**src/rtl/a16_dec_pkg.sv**
```systemverilog
package a16_dec_pkg;
  localparam int unsigned ADDR_W = 15;  // bits 15..1
  localparam int unsigned AM_W   = 6;
  localparam int unsigned LA_W   = 8;
  localparam int unsigned DATA_W = 16;
  localparam int unsigned IDX_W  = 5;
  localparam int unsigned NUM_REGS = 1 << IDX_W;

  localparam logic [AM_W-1:0] AM_USER = 6'h29;
  localparam logic [AM_W-1:0] AM_SUP  = 6'h2D;

  typedef enum logic [IDX_W-1:0] {
    IDX_ID   = 5'd0,
    IDX_TYPE = 5'd1,
    IDX_STAT = 5'd2,
    IDX_CHAN = 5'd4
  } reg_idx_e;

  typedef struct packed {
    logic as_n;
    logic ds_n;
    logic wr_n;
  } bus_ctl_t;

  typedef struct packed {
    logic [ADDR_W-1:0] addr;
    logic [AM_W-1:0]   am;
    logic [LA_W-1:0]   la;
    logic [DATA_W-1:0] wdata;
  } bus_dat_t;

  function automatic logic am_accepted(input logic [AM_W-1:0] am);
    return (am == AM_USER) || (am == AM_SUP);
  endfunction
endpackage

```
**src/rtl/a16_sync.sv**
```systemverilog
module a16_sync #(
  parameter int unsigned     W       = 1,
  parameter logic [W-1:0]    RST_VAL = '0
) (
  input  logic         clk_i,
  input  logic         rst_ni,
  input  logic [W-1:0] d_i,
  output logic [W-1:0] q_o
);
  logic [W-1:0] meta_q, sync_q;

  always_ff @(posedge clk_i or negedge rst_ni) begin
    if (!rst_ni) begin
      meta_q <= RST_VAL;
      sync_q <= RST_VAL;
    end else begin
      meta_q <= d_i;
      sync_q <= meta_q;
    end
  end

  assign q_o = sync_q;
endmodule

```
**src/rtl/a16_addr_match.sv**
```systemverilog
module a16_addr_match
  import a16_dec_pkg::*;
(
  input  logic              clk_i,
  input  logic              rst_ni,
  input  logic              as_ns_i,
  input  logic [ADDR_W-1:0] addr_s_i,
  input  logic [AM_W-1:0]   am_s_i,
  input  logic [LA_W-1:0]   la_s_i,
  output logic              sel_o,
  output logic [IDX_W-1:0]  idx_o
);
  logic             as_prev_q;
  logic             sel_q;
  logic [IDX_W-1:0] idx_q;
  logic [AM_W-1:0]  am_q;
  logic             as_fall;
  logic             page_ok, la_ok, hit;

  assign as_fall = !as_ns_i && as_prev_q;
  // addr_s_i[k] holds address bit k+1
  assign page_ok = addr_s_i[14] && addr_s_i[13];
  assign la_ok   = (addr_s_i[12:5] == la_s_i);
  assign hit     = am_accepted(am_s_i) && page_ok && la_ok;

  always_ff @(posedge clk_i or negedge rst_ni) begin
    if (!rst_ni) begin
      as_prev_q <= 1'b1;
      sel_q     <= 1'b0;
      idx_q     <= '0;
      am_q      <= '0;
    end else begin
      as_prev_q <= as_ns_i;
      if (as_ns_i) begin
        sel_q <= 1'b0;
      end else if (as_fall) begin
        sel_q <= hit;
        idx_q <= addr_s_i[IDX_W-1:0];
        am_q  <= am_s_i;
      end
    end
  end

  assign sel_o = sel_q;
  assign idx_o = idx_q;


  sel_held_chk: assert property (@(posedge clk_i) disable iff (!rst_ni)
    (!as_ns_i && !as_prev_q) |=> ($stable(sel_q) && $stable(idx_q)));


  am_legal_chk: assert property (@(posedge clk_i) disable iff (!rst_ni)
    sel_q |-> ((am_q == AM_USER) || (am_q == AM_SUP)));


  sel_release_chk: assert property (@(posedge clk_i) disable iff (!rst_ni)
    as_ns_i |=> !sel_q);
endmodule

```
**src/rtl/a16_reg_bank.sv**
```systemverilog
module a16_reg_bank
  import a16_dec_pkg::*;
#(
  parameter logic [DATA_W-1:0] ID_WORD     = 16'h3F1C,
  parameter logic [DATA_W-1:0] TYPE_WORD   = 16'h7D42,
  parameter logic [DATA_W-1:0] STATUS_WORD = 16'hFFFC,
  parameter int unsigned       NUM_RELAY   = 16
) (
  input  logic                 clk_i,
  input  logic                 rst_ni,
  input  logic                 sel_i,
  input  logic [IDX_W-1:0]     idx_i,
  input  logic                 as_ns_i,
  input  logic                 ds_ns_i,
  input  logic                 wr_ns_i,
  input  logic [DATA_W-1:0]    wdata_s_i,
  output logic [NUM_REGS-1:0]  reg_sel_o,
  output logic [DATA_W-1:0]    rdata_o,
  output logic [NUM_RELAY-1:0] relay_o
);
  logic                 ds_prev_q;
  logic [NUM_RELAY-1:0] relay_q;
  logic                 ds_fall, chan_wr;
  logic [DATA_W-1:0]    chan_word;
  logic [DATA_W-1:0]    rmux;

  assign ds_fall = !ds_ns_i && ds_prev_q;
  // strobe must still be low: a release in the same cycle cancels the write
  assign chan_wr = sel_i && !as_ns_i && ds_fall && !wr_ns_i &&
                   (idx_i == IDX_CHAN);

  always_ff @(posedge clk_i or negedge rst_ni) begin
    if (!rst_ni) begin
      ds_prev_q <= 1'b1;
      relay_q   <= '0;
    end else begin
      ds_prev_q <= ds_ns_i;
      if (chan_wr) relay_q <= wdata_s_i[NUM_RELAY-1:0];
    end
  end

  always_comb begin
    chan_word = '0;
    chan_word[NUM_RELAY-1:0] = relay_q;
  end

  always_comb begin
    unique case (idx_i)
      IDX_ID:   rmux = ID_WORD;
      IDX_TYPE: rmux = TYPE_WORD;
      IDX_STAT: rmux = STATUS_WORD;
      IDX_CHAN: rmux = chan_word;
      default:  rmux = '1;
    endcase
  end

  assign rdata_o = sel_i ? rmux : '0;
  assign relay_o = relay_q;

  for (genvar g = 0; g < NUM_REGS; g++) begin : g_rsel
    assign reg_sel_o[g] = sel_i && (idx_i == IDX_W'(g));
  end


  rsel_onehot_chk: assert property (@(posedge clk_i) disable iff (!rst_ni)
    sel_i |-> ($countones(reg_sel_o) == 1));


  rsel_idle_chk: assert property (@(posedge clk_i) disable iff (!rst_ni)
    !sel_i |-> (reg_sel_o == '0));


  relay_unsel_chk: assert property (@(posedge clk_i) disable iff (!rst_ni)
    !sel_i |=> $stable(relay_q));


  relay_release_chk: assert property (@(posedge clk_i) disable iff (!rst_ni)
    as_ns_i |=> $stable(relay_q));


  relay_offset_chk: assert property (@(posedge clk_i) disable iff (!rst_ni)
    (idx_i != IDX_CHAN) |=> $stable(relay_q));
endmodule

```
**src/rtl/a16_slot_decoder.sv**
```systemverilog
module a16_slot_decoder
  import a16_dec_pkg::*;
#(
  parameter logic [15:0] ID_WORD     = 16'h3F1C,
  parameter logic [15:0] TYPE_WORD   = 16'h7D42,
  parameter logic [15:0] STATUS_WORD = 16'hFFFC,
  parameter int unsigned NUM_RELAY   = 16
) (
  input  logic                 clk_i,
  input  logic                 rst_ni,
  input  logic                 as_ni,
  input  logic                 ds_ni,
  input  logic                 write_ni,
  input  logic [14:0]          addr_i,
  input  logic [5:0]           am_i,
  input  logic [7:0]           la_i,
  input  logic [15:0]          wdata_i,
  output logic [15:0]          rdata_o,
  output logic                 card_sel_no,
  output logic [31:0]          reg_sel_o,
  output logic [NUM_RELAY-1:0] relay_o
);
  localparam int unsigned CTL_W = $bits(bus_ctl_t);
  localparam int unsigned DAT_W = $bits(bus_dat_t);

  bus_ctl_t         ctl_raw, ctl_s;
  bus_dat_t         dat_raw, dat_s;
  logic             sel;
  logic [IDX_W-1:0] idx;

  assign ctl_raw = '{as_n: as_ni, ds_n: ds_ni, wr_n: write_ni};
  assign dat_raw = '{addr: addr_i, am: am_i, la: la_i, wdata: wdata_i};

  a16_sync #(.W(CTL_W), .RST_VAL({CTL_W{1'b1}})) u_sync_ctl (
    .clk_i, .rst_ni, .d_i(ctl_raw), .q_o(ctl_s)
  );

  a16_sync #(.W(DAT_W), .RST_VAL({DAT_W{1'b0}})) u_sync_dat (
    .clk_i, .rst_ni, .d_i(dat_raw), .q_o(dat_s)
  );

  a16_addr_match u_match (
    .clk_i, .rst_ni,
    .as_ns_i (ctl_s.as_n),
    .addr_s_i(dat_s.addr),
    .am_s_i  (dat_s.am),
    .la_s_i  (dat_s.la),
    .sel_o   (sel),
    .idx_o   (idx)
  );

  a16_reg_bank #(
    .ID_WORD(ID_WORD), .TYPE_WORD(TYPE_WORD),
    .STATUS_WORD(STATUS_WORD), .NUM_RELAY(NUM_RELAY)
  ) u_bank (
    .clk_i, .rst_ni,
    .sel_i    (sel),
    .idx_i    (idx),
    .as_ns_i  (ctl_s.as_n),
    .ds_ns_i  (ctl_s.ds_n),
    .wr_ns_i  (ctl_s.wr_n),
    .wdata_s_i(dat_s.wdata),
    .reg_sel_o(reg_sel_o),
    .rdata_o  (rdata_o),
    .relay_o  (relay_o)
  );

  assign card_sel_no = !sel;


  reset_idle_chk: assert property (@(posedge clk_i)
    !rst_ni |-> (card_sel_no && relay_o == '0));
endmodule

```
**config.mk**
```make
export PLATFORM = sky130hd
export DESIGN_NAME = a16_slot_decoder
export DESIGN_NICKNAME = d
export VERILOG_FILES = /design/src/rtl/a16_dec_pkg.sv /design/src/rtl/a16_sync.sv /design/src/rtl/a16_addr_match.sv /design/src/rtl/a16_reg_bank.sv /design/src/rtl/a16_slot_decoder.sv
export SDC_FILE = /design/constraint.sdc
export NUM_CORES = 1
export LEC_CHECK = 0
export CAP_MARGIN = 20
export CORE_ASPECT_RATIO = 1.5
export CORE_MARGIN = 2
export CORE_UTILIZATION = 45
export CTS_CLUSTER_DIAMETER = 80
export DETAILED_ROUTE_END_ITERATION = 7
export GPL_TIMING_DRIVEN = 0
export PLACE_DENSITY = 0.78
export REMOVE_ABC_BUFFERS = 1
export SETUP_SLACK_MARGIN = 0.5
export SYNTH_ARGS = -nofsm -noshare
export SYNTH_HDL_FRONTEND = slang
export SYNTH_HIERARCHICAL = 1
export SYNTH_SLANG_ARGS = --single-unit
```
**constraint.sdc**
```tcl
create_clock -name clk_i -period 3 [get_ports clk_i]
set_input_delay 0.45 -clock clk_i [delete_from_list [all_inputs] [get_ports clk_i]]
set_output_delay 0.45 -clock clk_i [all_outputs]
set_load 0.005 [all_outputs]
```
==> results.cfg <==
[timing]
worst_pin_slew_ns = 0.610
period_minus_slack_ns = 2.42
finalSetupTns_ns = 0
rsz0062_at_grt = true
max_freq_ghz = 0.412
post-route-period-util_pct = 80.8
slew_headroom_pct = 58.7
skew_ns = 0.0101
finalHoldViolCount = 0
whs_ns = 0.0238
final-setup-viol-count = 0
finalMaxSlewViolations = 0

[critical_path]
startpoint_type = register
worst-setup-path-type = reg -> out
r2r_cells = 3
arrival_ns = 1.97
cp.depth = 4
path_max_fanout = 8
cp_num_buf_inv = 2
cp_slowest_stage_delay_ns = 0.53
end_kind = output port
cpLargestDelayFamily = buffers and inverters
crit_chain = buf_12 -> nand2b_1 -> nor2_1 -> clkdlybuf4s50_1
required_ns = 2.55
crit_slowest_cell = clkdlybuf4s50_1

[cells_and_area]
layout_common_cells = clkdlybuf4s50_1 (108), dfrtp_1 (104), nor2_1 (32), clkbuf_16 (17), buf_4 (15)
n_antenna_cell = 0
drive_above_1_share_pct = 24.1
synthToLayoutAreaGrowth_pct = 51.2
final_common_cell = clkdlybuf4s50_1
fin_util_pct = 70.4
nNetsFinal = 440

[die]
initial_core_util_pct = 46.5
fp.coreArea_mm2 = 0.00841
ios = 115
die_w_um = 80.2
die_y_um = 118
die_area_mm2 = 0.00948
rows = 41

[grt]
grt_first_pass_wirelength_um = 12000
grt_max_degree = 80
grt_util_met2_pct = 30.6
grt_use_met1_pct = 18.1
antenna_found_initial = 0
grt_pass1_vias = 2489
overflow = 0
globalRoute.busiestLayer = met2
grt_use_met3_pct = 5.50
grt.total_usage_pct = 17.3

[detailed_routing]
drtPass1Iterations = 4
antenna_left = 0
routed_wl_um = 7650
drc = 0
vias = 2414
wl_per_cell_um = 15.0
drtIter0Drc = 108
vias_per_cell = 4.73

[hold_path]
hp-class = in -> async

[logic_synthesis]
synth.avg_cell_area_um2 = 15.5
synthesis.yosys.warnings = 6
netlist_instances = 252
synth_area_mm2 = 0.00392

[job]
maxCapViolations = 0

[cts]
clock-sinks = 118
clockBufferDepth = 2
numCtsBuffers = 17
clk_latency_ns = 0.40
root_buffer = clkbuf_16
path_clk_slew_ns = 0.05
htreeDepth = 4
cts_tree = built

[power]
total_power_mw = 3.91
power_density_mw_per_mm2 = 660
leakage_nw = 2.59
peakVddDrop_uv = 585

[placed_design]
gp_congestion = 0.659
dp_hpwl_um = 4990
io_buffer_count = 113

[outcome]
status = complete, no violations
-- area by class of cell --
class / instances / area [um2]
Tap cell: 107 / 134
Clock inverter: 9 / 100
Multi-Input combinational cell: 122 / 928
Timing Repair Buffer: 130 / 1290
Inverter: 1 / 3.75
Sequential cell: 118 / 2970
Fill cell: 588 / 2490
Clock buffer: 23 / 488
-- worst paths after layout --
| kind | start | end | slack [ns] |
|---|---|---|---|
| max reg2reg | u_bank/ds_prev_q$_DFF_PN1_ | u_bank/relay_o[7]$_DFFE_PN0P_ | 1.00 |
| max in group asynchronous | rst_ni | u_match/as_prev_q$_DFF_PN1_ | 2.20 |
| min | rst_ni | u_bank/relay_o[11]$_DFFE_PN0P_ | 0.02 |
| max | u_match/idx_o[0]$_DFFE_PN0P_ | reg_sel_o[14] | 0.58 |
| min in group clk_i | u_sync_dat/meta_q[9]$_DFF_PN0_ | u_sync_dat/q_o[9]$_DFF_PN0_ | 0.34 |
| min reg2reg | u_sync_dat/meta_q[9]$_DFF_PN0_ | u_sync_dat/q_o[9]$_DFF_PN0_ | 0.34 |
-- routing by layer --
layer / up-vias / wire length [um] / part of all wire (%)
met5: - / 0 / 0
met4: 0 / 116 / 1.5
met3: 7 / 361 / 4.7
met2: 92 / 4330 / 57
met1: 1199 / 2840 / 37
li1: 1116 / - / -
-- through the flow --
| stage | area, um2 | cells | setup slack (ns) |
|---|---|---|---|
| after floorplan | 3850 | 241 | 1.26 |
| after global placement | 5120 | 461 | -2.51 |
| after detailed placement | 5140 | 462 | 0.493 |
| after CTS | 5810 | 502 | 0.504 |
| after global routing | 5920 | 510 | 0.436 |
| final | 5920 | 510 | 0.576 |
-- report_power, final --
part	switching [mW]	internal (mW)	leakage (nW)
Sequential	0.0447	1.68	1.40
Combinational	0.117	0.134	0.900
Clock	0.634	1.30	0.289
-- sequential cells by signal, indices dropped and copies added (netlist names), 3 cells and up --
name	cells
u_sync_ctl/meta_q	3
u_sync_dat/q_o	44
u_match/idx_o	5
u_sync_ctl/q_o	3
u_bank/relay_o	16
u_sync_dat/meta_q	44
-- what timing repair did --
item | in CTS | in global routing
pin swaps | 1 | 3
setup buffers | 8 | 8
setup endpoints to repair | 48 | 33
hold buffers | 0 | 0
resized for setup | 11 | 12
No activity file was read; power rests on OpenSTA's default activity.
